[config.mk]
export PLATFORM = sky130hd
export DESIGN_NAME = sram_priv_watermark
export DESIGN_NICKNAME = d
export VERILOG_FILES = /design/src/rtl/wm_pkg.sv /design/src/rtl/wm_ctrl.sv /design/src/rtl/wm_dp.sv /design/src/rtl/sram_priv_watermark.sv
export SDC_FILE = /design/constraint.sdc
export NUM_CORES = 1
export LEC_CHECK = 0
export ABC_AREA = 1
export ABC_CLOCK_PERIOD_IN_PS = 4300
export BUFFER_PORTS_ARGS = -buffer_cell sky130_fd_sc_hd__buf_4
export CAP_MARGIN = 20
export CORE_MARGIN = 2
export CORE_UTILIZATION = 42
export CTS_CLUSTER_DIAMETER = 60
export CTS_CLUSTER_SIZE = 16
export DETAILED_ROUTE_END_ITERATION = 8
export PLACE_DENSITY = 0.88
export SLEW_MARGIN = 20
export SYNTH_ARGS = -nofsm -noshare
export SYNTH_HDL_FRONTEND = slang
export SYNTH_SLANG_ARGS = --single-unit
export TNS_END_PERCENT = 50
[constraint.sdc]
create_clock -name clk -period 4.3 [get_ports clk]
set_clock_uncertainty 0.2 [all_clocks]
set_input_delay 0.86 -clock clk [delete_from_list [all_inputs] [get_ports clk]]
set_output_delay 0.86 -clock clk [all_outputs]
set_load 0.1 [all_outputs]
[src/rtl/wm_pkg.sv]
package wm_pkg;

  // Strobes passed from control to datapath each cycle
  typedef struct packed {
    logic loadLen;   // capture a new length field at this edge
    logic enforce;   // the current access must respect the watermark
  } wmStrobe_t;

endpackage

[src/rtl/wm_ctrl.sv]
module wm_ctrl
  import wm_pkg::*;
(
  input  logic      secEnable,
  input  logic      regionSecure,
  input  logic      cfgLock,
  input  logic      cfgWrEn,
  input  logic      cfgSecure,
  input  logic      cfgPriv,
  input  logic      accPriv,
  output wmStrobe_t strobe
);

  logic writerOk;

  // Secure option narrows the writer set to secure privileged masters
  always_comb begin
    writerOk = cfgPriv && (cfgSecure || !regionSecure);
    strobe.loadLen = cfgWrEn && writerOk && !cfgLock;
    strobe.enforce = secEnable && !accPriv;
  end

endmodule

[src/rtl/wm_dp.sv]
module wm_dp
  import wm_pkg::*;
#(
  parameter int DATA_W     = 32,
  parameter int LEN_W      = 12,
  parameter int FIELD_LSB  = 16,
  parameter int OFF_W      = 15,
  parameter int PAGE_SHIFT = 10
) (
  input  logic              clk,
  input  logic              rstN,
  input  wmStrobe_t         strobe,
  input  logic [LEN_W-1:0]  wrLen,
  input  logic              accValid,
  input  logic [OFF_W-1:0]  accOffset,
  output logic [DATA_W-1:0] rdData,
  output logic              accAllow,
  output logic              accDeny
);

  localparam int PG_W  = OFF_W - PAGE_SHIFT;
  localparam int PAGES = 1 << PG_W;
  localparam int SAT_W = PG_W + 1;

  logic [LEN_W-1:0] lenQ;
  logic [SAT_W-1:0] satQ;
  logic [SAT_W-1:0] satNext;
  logic [SAT_W-1:0] pageExt;
  logic             inZone;
  logic [OFF_W-1:0] unusedLowOffset;

  // Clamp the stored length to the number of pages in the region
  generate
    if (LEN_W > PG_W) begin : g_sat
      always_comb begin
        if (wrLen >= LEN_W'(PAGES)) satNext = SAT_W'(PAGES);
        else                        satNext = SAT_W'(wrLen);
      end
    end else begin : g_nosat
      always_comb satNext = SAT_W'(wrLen);
    end
  endgenerate

  always_ff @(posedge clk or negedge rstN) begin
    if (!rstN) begin
      lenQ <= '1;
      satQ <= (LEN_W > PG_W) ? SAT_W'(PAGES) : SAT_W'({LEN_W{1'b1}});
    end else if (strobe.loadLen) begin
      lenQ <= wrLen;
      satQ <= satNext;
    end
  end

  always_comb begin
    rdData = '0;
    rdData[FIELD_LSB +: LEN_W] = lenQ;
  end

  assign unusedLowOffset = accOffset;
  assign pageExt  = {1'b0, accOffset[OFF_W-1:PAGE_SHIFT]};
  assign inZone   = pageExt < satQ;
  assign accAllow = accValid && (!strobe.enforce || inZone);
  assign accDeny  = accValid && strobe.enforce && !inZone;

endmodule

[src/rtl/sram_priv_watermark.sv]
module sram_priv_watermark
  import wm_pkg::*;
#(
  parameter int DATA_W     = 32,
  parameter int LEN_W      = 12,
  parameter int FIELD_LSB  = 16,
  parameter int OFF_W      = 15,
  parameter int PAGE_SHIFT = 10
) (
  input  logic              clk,
  input  logic              rstN,
  input  logic              secEnable,
  input  logic              regionSecure,
  input  logic              cfgLock,
  input  logic              cfgWrEn,
  input  logic [DATA_W-1:0] cfgWrData,
  input  logic              cfgSecure,
  input  logic              cfgPriv,
  output logic [DATA_W-1:0] cfgRdData,
  input  logic              accValid,
  input  logic [OFF_W-1:0]  accOffset,
  input  logic              accPriv,
  output logic              accAllow,
  output logic              accDeny
);

  wmStrobe_t         strobe;
  logic [LEN_W-1:0]  wrLen;
  logic [DATA_W-1:0] unusedWrBits;

  // Reserved data bits are dropped here
  assign wrLen        = cfgWrData[FIELD_LSB +: LEN_W];
  assign unusedWrBits = cfgWrData;

  wm_ctrl u_ctrl (
    .secEnable    (secEnable),
    .regionSecure (regionSecure),
    .cfgLock      (cfgLock),
    .cfgWrEn      (cfgWrEn),
    .cfgSecure    (cfgSecure),
    .cfgPriv      (cfgPriv),
    .accPriv      (accPriv),
    .strobe       (strobe)
  );

  wm_dp #(
    .DATA_W     (DATA_W),
    .LEN_W      (LEN_W),
    .FIELD_LSB  (FIELD_LSB),
    .OFF_W      (OFF_W),
    .PAGE_SHIFT (PAGE_SHIFT)
  ) u_dp (
    .clk       (clk),
    .rstN      (rstN),
    .strobe    (strobe),
    .wrLen     (wrLen),
    .accValid  (accValid),
    .accOffset (accOffset),
    .rdData    (cfgRdData),
    .accAllow  (accAllow),
    .accDeny   (accDeny)
  );

endmodule

## Word-level counts from Yosys, hierarchy flattened

Index checks and enable logic that the tools add are counted.

- Register bits: 18
- Bits of input ports: 57
- Word-level logic and storage cells: 19

- Magnitude comparators: 2
- Multiplexer cells: 1
- Reductions and logical operators: 14

Operator list:

| kind | number |
|---|---|
| 12-bit by 6-bit >= comparator with 1-bit output (second input constant) | 1 |
| 1-bit logical AND | 7 |
| 5-bit by 6-bit less-than comparator with 1-bit output | 1 |
| 6-bit 2-to-1 mux | 1 |
| 1-bit logical NOT | 5 |
| 1-bit logical OR | 2 |

## Longest topological paths before layout

- Depth after elaboration: 5
- Gate-level depth with buffers: 8
- Gate-level depth less buffers: 8

## By module

From an unflattened synthesis, not the netlist that was laid out.

- Cells, all modules: 134
- Area total of the unflattened synthesis: 1061.0 um2

Modules (own cells, without submodules):

| module | instances | cells an instance | area an instance (um2) | sequential area each (um2) |
|---|---|---|---|---|
| wm_dp | 1 | 127 | 1033.5 | 466.7 |
| wm_ctrl | 1 | 7 | 27.5 | 0.0 |

## Least setup slack after synthesis

OpenSTA, ideal clock, no wires.

- Path type: input port to output port
- From: in accOffset[13]
- To: out accAllow
- Data arrival time: 2932 ps
- Required time: 3240 ps
- Setup slack: 308 ps
- Cell stages on the path: 6
- Buffers on the path: 0
- Cells stage by stage: ha_1 nand2_1 nand2_1 a21boi_0 nand2_1 a21oi_1

- Cells in the longest elaborated chain, start to end: 3

RTL lines:

| what | RTL line | RTL |
|---|---|---|
| start: declaration | sram_priv_watermark.sv:21 | `input logic [OFF_W-1:0] accOffset,` |
| 5-bit by 6-bit less-than comparator with 1-bit output | wm_dp.sv:61 | `assign inZone = pageExt < satQ;` |
| 1-bit logical OR | wm_dp.sv:62 | `assign accAllow = accValid && (!strobe.enforce \|\| inZone);` |
| 1-bit logical AND | wm_dp.sv:62 |  |
| end: declaration | sram_priv_watermark.sv:23 | `output logic accAllow,` |

No other way between the ends.

## Worst setup path in the final report

Same ends and word-level chain as after synthesis.

==> results.yml <==
routing:
  drt_wl_total_um: 1900
  drtIter0Drc: 18
  remaining_drc_errors: 0
  via_per_inst: 4.20
  avgRoutedWirePerCell_um: 9.29
  antenna_left: 0
  via_count: 860
  drt-pass1-iter-count: 3
synth:
  synthMuxAreaShare_pct: 0
  synth_cells: 135
  synth_top_family_by_area: "simple AND/OR/NAND/NOR gates"
  synth_area_leader_cell: "dfstp_2"
  synth_seq_cells: 18
  ys_seq_area_share_pct: 41.4
  synthesis.area_um2: 1130
  synth_cell_types: 20
  synth-compound-area-share_pct: 7.32
  synth_top_area_share_pct: 30.3
  synthSimpleGateAreaFrac_pct: 23.7
  postSynthAreaPerCell_um2: 8.36
  synth_adder_area_share_pct: 4.43
  yosysWarnings: 0
  synth_area_leaders: "dfstp_2 (30%), buf_4 (14%), nand2_1 (14%), dfrtp_1 (11%), o21ai_2 (6.2%)"
  synthXorXnorAreaFrac_pct: 0
setup_path:
  crit_family: "buffers and inverters"
  worstSetupStartpointType: "input port"
  worstSetupEndpointType: "primary output"
  path_cells: "buf_4 > ha_1 > nand2_1 > nand2_1 > a21boi_0 > nand2_1 > a21oi_1 > buf_4"
  worst_ep_required_time_ns: 3.24
  worstPathArrival_ns: 2.05
  crit_type: "in -> out"
  cpMostUsedCell: "nand2_1"
  max_stage_delay_ns: 0.31
  critPathSlowestCell: "buf_4"
  path_buf_inv: 2
  worst-path-max-fanout: 2
clock_tree:
  postCtsSetupBuffers: 0
  clk_path_buf_depth: 2
  ctsResizeCount: 0
  cts_tree: "yes"
  postCtsHoldBufs: 0
  clkTransAtPathRegs_ns: 0.10
  numCtsBuffers: 3
  cts_root_buffer: "clkbuf_4"
  insertion_delay_ns: 0.29
  clkSinkCount: 18
  htreeDepth: 1
layout:
  syn2layout_area_growth_pct: 22.6
  insertedDiodeCount: 0
  nNetsFinal: 237
  drive_above_1_share_pct: 41.7
sta:
  setup_slack_ns: 1.19
  setup_viol: 0
  final_hold_viol_count: 0
  slew_violations: 0
  max_clock_freq_mhz: 321
  period_share_pct: 72.4
  fin_tns_setup_ns: 0
  layout_min_cycle_time_ns: 3.11
  grt_setup_unrepaired: "false"
power:
  powerDensity_nw_per_um2: 474
  power_frac_seq_pct: 33.9
  peakVddDrop_v: 0.000313
  p_leak_nw: 0.776
  p_sw_uw: 347
  clkPwrFrac_pct: 13.4
  combPwrFrac_pct: 52.7
  p_int_uw: 308
  swShare_pct: 53.0
outcome:
  status: "completed"
die:
  start_util_pct: 44.7
  io_pins: 91
  core_area_um2: 2520
  rows: 18
  die-width_um: 55.8
  dieArea_um2: 3120
  die_height_um: 55.8
global_route:
  grt_max_degree: 27
  first_global_vias: 759
  grt.total_usage_pct: 12.5
  grt_antenna_before_repair: 0
  grt_pass1_wl_um: 3140
  grt-ovfl-total: 0
placed_design:
  place_ws_ns: 1.17
  hpwl_um: 1540
  portBuffers: 40
  place_congestion: 0.714
hold_path:
  worstHoldPathType: "in -> async"
job:
  maxCapViolCount: 0
-- worst reg2reg max path, cell delays in order, from the launching register on --
cell     delay [ns]
dfstp_2        0.56
nand2_2        0.06
o21ai_2        0.06
-- cells by family after synthesis --
group	Yosys count
compound gates	10
fa+ha+maj	4
flops	18
other cells	1
buf+inv	43
simple gates	59
-- state kept, by name, summed over array words and instances, names as in the netlist --
name,cells
u_dp.satQ,6
u_dp.lenQ,12
-- power by group through the flow --
stage	Combinational (mW)	Sequential (mW)	Clock, mW
after floorplan	0.143	0.384	0
after global placement	0.344	0.224	0
after detailed placement	0.347	0.225	0
after CTS	0.347	0.222	0.0887
after global routing	0.358	0.225	0.0955
final	0.345	0.222	0.0879
-- layout by cell type, fill, tap and decap left out, types with 2 or more instances in the layout --
cell / instances
buf_4: 40
clkbuf_4: 3
conb_1: 20
dfrtp_1: 5
dfstp_2: 13
ha_1: 4
inv_1: 18
nand2_1: 41
nand2_2: 3
nand3_1: 6
nor2_1: 4
nor2_2: 2
o21ai_2: 8
-- final cells by class --
type	instances	area, µm²
repair buffers	40	300
clock buffers	4	26.3
flip-flops and latches	18	467
inverters	20	77.6
fillers	240	1140
well taps	30	37.5
multi-input cells	93	475
-- path summary, 6_finish.rpt --
check / to / startpoint / slack (ns) / cells past startpoint
worst max-delay path: accAllow / accOffset[13] / 1.19 / 8
worst min-delay path: u_dp.satQ[4] / rstN / 0.21 / 1
worst min register to register: u_dp.lenQ[3] / u_dp.lenQ[3] / 0.27 / 2
worst max register to register: u_dp.satQ[5] / u_dp.satQ[5] / 3.36 / 2
max in group asynchronous: u_dp.satQ[5] / rstN / 3.45 / 1
min in group clk: u_dp.lenQ[3] / u_dp.lenQ[3] / 0.27 / 2
-- synthesized netlist by cell type, drive strengths merged --
cell,number
nand3,6
o21ai,8
nor2,7
nand2,44
nand3b,1
nand4,1
dfstp,13
dfrtp,5
a21boi,1
inv,20
conb,1
ha,4
buf,23
a21oi,1
-- layer usage --
| metal | GRT usage (%) | vias up | part of all wire, % | wire length [µm] |
|---|---|---|---|---|
| met5 | 0 | - | 0 | 0 |
| met4 | 6.12 | 0 | 1.5 | 29 |
| met3 | 1.86 | 4 | 6.8 | 130 |
| met2 | 19.9 | 36 | 49 | 926 |
| met1 | 16.6 | 376 | 43 | 818 |
| li1 | - | 444 | - | - |
-- stage by stage --
step                      hold WS (ns)  area, µm²  power (mW)  std cells  util, %
final                            0.207       1380       0.655        205     54.9
after floorplan                  0.249       1200       0.527        154        -
after detailed placement         0.254       1360       0.572        201     53.8
after global routing             0.213       1380       0.679        205     54.9
after CTS                        0.209       1380       0.658        205     54.9
after global placement           0.250       1360       0.569        201     53.8
No activity file was read; power rests on OpenSTA's default activity.
